## config.mk

```make
export PLATFORM = sky130hd
export DESIGN_NAME = hazard_ctrl
export DESIGN_NICKNAME = d
export VERILOG_FILES = /design/src/rtl/hzd_pkg.sv /design/src/rtl/fwd_select.sv /design/src/rtl/load_use_detect.sv /design/src/rtl/idex_reg.sv /design/src/rtl/hazard_ctrl.sv
export SDC_FILE = /design/constraint.sdc
export NUM_CORES = 1
export LEC_CHECK = 0
export ABC_AREA = 1
export BUFFER_PORTS_ARGS = -buffer_cell sky130_fd_sc_hd__buf_2
export CORE_MARGIN = 1.5
export CORE_UTILIZATION = 45
export DETAILED_ROUTE_END_ITERATION = 7
export GPL_TIMING_DRIVEN = 0
export PLACE_DENSITY = 0.75
export SYNTH_ARGS = -nofsm -noshare
export SYNTH_HDL_FRONTEND = slang
export SYNTH_HIERARCHICAL = 1
export SYNTH_SLANG_ARGS = --single-unit
```

## constraint.sdc

```tcl
create_clock -name clk -period 1.9 [get_ports clk]
set_input_delay 0.285 -clock clk [delete_from_list [all_inputs] [get_ports clk]]
set_output_delay 0.285 -clock clk [all_outputs]
set_load 0.05 [all_outputs]
```

## src/rtl/hzd_pkg.sv

```systemverilog
package hzd_pkg;
  typedef enum logic [1:0] {
    FWD_RF = 2'd0,
    FWD_WB = 2'd1,
    FWD_XM = 2'd2
  } fwd_sel_e;

  localparam int CTRL_WEN_BIT  = 0;
  localparam int CTRL_LOAD_BIT = 1;
endpackage

```

## src/rtl/fwd_select.sv

```systemverilog
module fwd_select #(
  parameter int RW = 5
) (
  input  logic          clk,
  input  logic          rst,
  input  logic [RW-1:0] src,
  input  logic [RW-1:0] xm_dst,
  input  logic          xm_wen,
  input  logic [RW-1:0] mw_dst,
  input  logic          mw_wen,
  output logic [1:0]    sel
);
  import hzd_pkg::*;

  logic xm_hit, mw_hit;
  fwd_sel_e choice;

  assign xm_hit = xm_wen && (xm_dst != '0) && (xm_dst == src);
  assign mw_hit = mw_wen && (mw_dst != '0) && (mw_dst == src);

  // younger result in execute/memory takes priority
  always_comb begin
    if (xm_hit)      choice = FWD_XM;
    else if (mw_hit) choice = FWD_WB;
    else             choice = FWD_RF;
  end

  assign sel = choice;

  assert_sel_legal_R2: assert property (@(posedge clk) disable iff (rst)
    sel != 2'd3);

  assert_zero_src_R5: assert property (@(posedge clk) disable iff (rst)
    (src == '0) |-> (sel == 2'd0));
endmodule

```

## src/rtl/load_use_detect.sv

```systemverilog
module load_use_detect #(
  parameter int RW = 5
) (
  input  logic          ex_load,
  input  logic          ex_wen,
  input  logic [RW-1:0] ex_dst,
  input  logic [RW-1:0] id_src_a,
  input  logic [RW-1:0] id_src_b,
  output logic          hazard
);
  logic dst_live;

  assign dst_live = ex_load && ex_wen && (ex_dst != '0);
  assign hazard   = dst_live && ((id_src_a == ex_dst) || (id_src_b == ex_dst));
endmodule

```

## src/rtl/idex_reg.sv

```systemverilog
module idex_reg #(
  parameter int RW = 5,
  parameter int CW = 8
) (
  input  logic          clk,
  input  logic          rst,
  input  logic          bubble,
  input  logic [RW-1:0] id_src_a,
  input  logic [RW-1:0] id_src_b,
  input  logic [RW-1:0] id_dst,
  input  logic [CW-1:0] id_ctrl,
  output logic [RW-1:0] ex_src_a,
  output logic [RW-1:0] ex_src_b,
  output logic [RW-1:0] ex_dst,
  output logic [CW-1:0] ex_ctrl
);
  always_ff @(posedge clk) begin
    if (rst || bubble) begin
      ex_src_a <= '0;
      ex_src_b <= '0;
      ex_dst   <= '0;
      ex_ctrl  <= '0;
    end else begin
      ex_src_a <= id_src_a;
      ex_src_b <= id_src_b;
      ex_dst   <= id_dst;
      ex_ctrl  <= id_ctrl;
    end
  end

  assert_bubble_zero_R7: assert property (@(posedge clk) disable iff (rst)
    bubble |=> (ex_ctrl == '0) && (ex_dst == '0));

  assert_pass_through_R10: assert property (@(posedge clk) disable iff (rst)
    !bubble |=> (ex_ctrl == $past(id_ctrl)) && (ex_dst == $past(id_dst)));
endmodule

```

## src/rtl/hazard_ctrl.sv

```systemverilog
module hazard_ctrl #(
  parameter int RW = 5,
  parameter int CW = 8
) (
  input  logic          clk,
  input  logic          rst,
  input  logic [RW-1:0] id_src_a,
  input  logic [RW-1:0] id_src_b,
  input  logic [RW-1:0] id_dst,
  input  logic [CW-1:0] id_ctrl,
  input  logic [RW-1:0] xm_dst,
  input  logic          xm_wen,
  input  logic [RW-1:0] mw_dst,
  input  logic          mw_wen,
  output logic          hold_pc,
  output logic          hold_fd,
  output logic [CW-1:0] ex_ctrl,
  output logic [RW-1:0] ex_dst,
  output logic [1:0]    fwd_sel_a,
  output logic [1:0]    fwd_sel_b
);
  import hzd_pkg::*;

  localparam int NUM_OPS = 2;

  logic          stall;
  logic [RW-1:0] ex_src_a, ex_src_b;
  logic [RW-1:0] op_src [NUM_OPS];
  logic [1:0]    op_sel [NUM_OPS];

  load_use_detect #(.RW(RW)) lud_i (
    .ex_load  (ex_ctrl[CTRL_LOAD_BIT]),
    .ex_wen   (ex_ctrl[CTRL_WEN_BIT]),
    .ex_dst   (ex_dst),
    .id_src_a (id_src_a),
    .id_src_b (id_src_b),
    .hazard   (stall)
  );

  idex_reg #(.RW(RW), .CW(CW)) idex_i (
    .clk      (clk),
    .rst      (rst),
    .bubble   (stall),
    .id_src_a (id_src_a),
    .id_src_b (id_src_b),
    .id_dst   (id_dst),
    .id_ctrl  (id_ctrl),
    .ex_src_a (ex_src_a),
    .ex_src_b (ex_src_b),
    .ex_dst   (ex_dst),
    .ex_ctrl  (ex_ctrl)
  );

  assign op_src[0] = ex_src_a;
  assign op_src[1] = ex_src_b;

  for (genvar g = 0; g < NUM_OPS; g++) begin : g_op
    fwd_select #(.RW(RW)) sel_i (
      .clk    (clk),
      .rst    (rst),
      .src    (op_src[g]),
      .xm_dst (xm_dst),
      .xm_wen (xm_wen),
      .mw_dst (mw_dst),
      .mw_wen (mw_wen),
      .sel    (op_sel[g])
    );
  end

  assign fwd_sel_a = op_sel[0];
  assign fwd_sel_b = op_sel[1];
  assign hold_pc   = stall;
  assign hold_fd   = stall;

  assert_single_stall_R8: assert property (@(posedge clk) disable iff (rst)
    hold_pc |=> !hold_pc);

  assert_reset_clear_R1: assert property (@(posedge clk) disable iff (rst)
    $past(rst) |-> (ex_ctrl == '0) && (ex_dst == '0));

  assert_no_alu_stall_R9: assert property (@(posedge clk) disable iff (rst)
    !ex_ctrl[CTRL_LOAD_BIT] |-> !hold_pc);
endmodule

```

---- Word level (Yosys, flattened, before mapping) ----
Cells that the tools add are included.
word-level totals
  bits in registers ....................... 23
  output and inout port bits .............. 19
cells by class
  equal/unequal tests ..................... 6
  multiplexer cells ....................... 4
  reduce and logical (&&, ||, !) cells .... 14
operators with widths
  kind                 number
  $eq A5 B5 Y1         6
  $reduce_bool A5 Y1   3
  $logic_and A1 B1 Y1  9
  $mux W2              2
  $logic_or A1 B1 Y1   2
  $mux W1              2

---- Logic depth before layout (Yosys ltp) ----
  depth after elaboration ................. 5
  gate-level depth with buffers ........... 10
  depth with buffers taken out ............ 9

---- By module ----
The synthesis kept the hierarchy.
by module, submodules not included
  module           times used  cells each  area an instance (um^2)  sequential area each (um^2)
  idex_reg         1           74          724.4                    460.4
  fwd_select       2           51          221.5                    0.0
  load_use_detect  1           45          202.7                    0.0
  hazard_ctrl      1           1           7.5                      0.0

---- Worst setup path after synthesis ----
OpenSTA, ideal clock, no wires.
  path type ............................... reg-to-output
  from .................................... register idex_i.ex_dst[0]
  to ...................................... output hold_pc
  arrival time ............................ 1927 ps
  data required time ...................... 1615 ps
  setup slack ............................. -312 ps
  stages on the path, launching flop included .. 8
  buffers on the path ..................... 1
  cells stage by stage .................... dfxtp_1 inv_1 nand2_1 nand2_1 nor2_1 nand3_1 a21oi_2 buf_4
on the way
  cells in the longest elaborated chain, start to end .. 3
ends and longest elaborated chain
  item                                                       line                                          text
  start: declaration                                         idex_reg.sv:14                                output logic [RW-1:0] ex_dst,
  start signal: assignment                                   idex_reg.sv:26                                ex_dst <= id_dst;
  $eq A5 B5 Y1 or $reduce_bool A5 Y1 (tied branches)         load_use_detect.sv:14, load_use_detect.sv:13
  $logic_or A1 B1 Y1 or $logic_and A1 B1 Y1 (tied branches)  load_use_detect.sv:14, load_use_detect.sv:13
  $logic_and A1 B1 Y1 (*)                                    load_use_detect.sv:14                         assign hazard = dst_live && ((id_src_a == ex_dst) || (id_src_b == ex_dst));
  end: declaration                                           hazard_ctrl.sv:15                             output logic hold_pc,
Mark *: on every way between the ends. The rest lies on a longest branch, timed or not.

---- Worst setup path after layout ----
  from .................................... register idex_i.ex_dst[1]
  to ...................................... output hold_pc
Same word-level chain as after synthesis.

==> flow_summary.ini <==
[worst_hold_path]
min_to = idex_i/ex_dst[4]
hold_start = id_dst[4]
hold_depth = 3
hold_path.class = in -> reg

[layout]
area_growth_pct = 28.2
n_fill_cell = 284
antennaDiodeCount = 0
nNetsFinal = 319
fin_util_pct = 62.4
drive_gt1_share_pct = 40.6

[placed_design]
port_buffers = 55
place_congestion = 0.864
dp_hpwl_um = 2210

[sta]
period_share_pct = 96.2
timing.final.max_slew_violations = 0
rsz0062_at_grt = true
tightest_slew_ps = 256
fmax_mhz = 547
setup_viol = 0
period_minus_slack_ps = 1830
timing.final.hold_violations = 0
relSlewSlack_pct = 83.1
fin_tns_setup_ps = 0
skew_ps = 3.75

[setup_path]
r2r_start = idex_i/ex_dst[1]
reg2reg_to = idex_i/ex_dst[2]
reg2reg_slack_ps = 480
reg2regPathDepth = 8
crit_path_end_kind = primary output
arrival_ps = 1540
path_max_fanout = 4
crit_type = reg -> out
cp.required_ps = 1620
start_kind = register

[route]
drc = 0
wl_met2_um = 1280
detail_route.wl_per_cell_um = 8.69
drt_iter0_drc = 47
first_pass_iters = 4
wl_met1_um = 1170
vias_per_cell = 4.38
met3_length_um = 185
antenna_left = 0
wl_um = 2710
highest_layer = met4
vias = 1365

[outcome]
status = finished clean

[global_routing]
first_global_vias = 1246
antenna_found_initial = 0
grt_pass1_wl_um = 4810
grt_max_degree = 14
grt_usage_pct = 18.1
grt_overflow = 0

[clock_tree]
cts_root_buf = clkbuf_4
htreeDepth = 1
cts_buffers = 3
cts_buffer_depth = 2
postCtsHoldBufs = 0
clkLatencyLatePin_ps = 320
cts_tree = yes
path_clk_slew_ps = 120
cts.sinks = 23
postCtsSetupBuffers = 0

[die]
num_rows = 19
io_pins = 56
die_y_um = 58.3
die-area_mm2 = 0.00340
fp.dieW_um = 58.3
core_area_mm2 = 0.00283
initial_core_util_pct = 48.7

[synth]
synthArstFlopShare_pct = 0
syn_nets = 259
synth_cell_type_count = 18
synth.top_cell.area_share_pct = 33.4
ys_seq_elements = 23
syn-instance-count = 222
synthTopCellsByArea = dfxtp_1, nand2_1, inv_1
yosysWarnings = 6
synth_area_leader_cell = dfxtp_1
synth_edf_count = 0
synth_most_common_cell = nand2_1
ys.flop_type = dfxtp_1
ys_seq_area_share_pct = 33.4
syn_area_per_cell_um2 = 6.21
syn_area_mm2 = 0.00138
synthTopCellsByCount = nand2_1, inv_1, nor2_2

[power]
ir_drop_v = 0.000457
p_sw_share_pct = 33.3
p_seq_share_pct = 51.1
combPwrFrac_pct = 26.9
clkPwrFrac_pct = 22.1
powerDensity_mw_per_mm2 = 586
internal_power_mw = 0.690
p_total_mw = 1.03
p_leak_nw = 1.07
switching_power_mw = 0.344

[run]
maxCapViolCount = 0
==> routing by layer <==
layer	vias to the layer above	global-route usage, %
met2	42	30.2
met3	7	3.08
met4	0	11.3
li1	749	-
met1	567	21.5
met5	-	0
==> worst max-delay path, stage by stage, from the launching register on <==
cell	delay, ps
dfxtp_2	360
xor2_1	140
nor2_1	120
nand3_1	130
a21oi_4	220
buf_6	120
buf_8	130
==> through the flow <==
step                      instances  hold WS (ps)  cell area, um2  setup WS (ps)
after floorplan                 222           390            1390           57.2
after global placement          308           499            1710            300
after detailed placement        308           496            1710            284
after CTS                       312           143            1740           26.6
after global routing            312           165            1770          -25.3
final                           312           152            1770           73.1
==> kinds of logic (layout without fill, tap and decap cells) <==
family          Yosys count  after routing  synth area share (%)
buf+inv                  65            124                  19.6
simple gates            118            118                  39.1
compound gates           11             11                  4.63
xor+xnor                  5              5                  3.18
flops                    23             23                  33.4
==> cell type report <==
class / instances / area (um2) / area share [%]
Clock buffer: 3 / 22.5 / 1.28
Clock inverter: 1 / 5.00 / 0.283
Tap cell: 31 / 38.8 / 2.20
Sequential cell: 23 / 473 / 26.8
Multi-Input combinational cell: 134 / 657 / 37.2
Buffer: 5 / 48.8 / 2.76
Timing Repair Buffer: 55 / 295 / 16.7
Inverter: 60 / 225 / 12.8
==> sequential cells by signal (all words and copies together) (netlist names) <==
signal and flops:
idex_i/ex_src_b 5, idex_i/ex_ctrl 8, idex_i/ex_src_a 5, idex_i/ex_dst 5
==> how the worst max path moves through the flow <==
stage | start | cells after the start | to | slack [ps]
2_1_floorplan | idex_i/ex_dst[4] | 7 | hold_pc | 60
3_3_place_gp | id_src_b[4] | 9 | hold_pc | 300
3_5_place_dp | id_src_b[4] | 9 | hold_pc | 280
4_1_cts | idex_i/ex_dst[4] | 8 | hold_pc | 30
5_1_grt | idex_i/ex_dst[0] | 7 | hold_pc | -30
6_report | idex_i/ex_dst[1] | 6 | hold_pc | 70
==> power groups by stage <==
stage / registers, mW / logic (mW) / clock network, mW
after floorplan: 0.590 / 0.138 / 0
after global placement: 0.539 / 0.274 / 0
after detailed placement: 0.539 / 0.277 / 0
after CTS: 0.528 / 0.279 / 0.233
after global routing: 0.532 / 0.314 / 0.251
final: 0.528 / 0.278 / 0.228
==> cell usage in the layout (no fill, tap or decap) <==
master    netlist  routed
nand2_1        53      52
inv_1          51      50
buf_2           0      50
nor2_2         25      25
nor2_1         23      23
dfxtp_1        23      15
nand3_1        11      11
inv_2           9      10
dfxtp_2         0       7
clkbuf_4        0       6
o21ai_0         6       6
nand2_2         4       5
buf_6           2       3
xor2_1          3       3
buf_4           3       3
a21oi_1         2       2
a21boi_0        2       2
xnor2_1         2       2
clkinv_2        0       1
nand2_4         1       1
dfxtp_4         0       1
nand4_1         1       1
a21oi_4         0       1
buf_8           0       1
==> what timing repair did <==
item | in CTS | in global routing
endpoints found under the setup margin | 1 | 5
gates resized for setup | 1 | 14
endpoints found under the hold margin | 0 | 0
pin swaps | 0 | 4
Note: power is estimated with default switching activity, not from simulation.
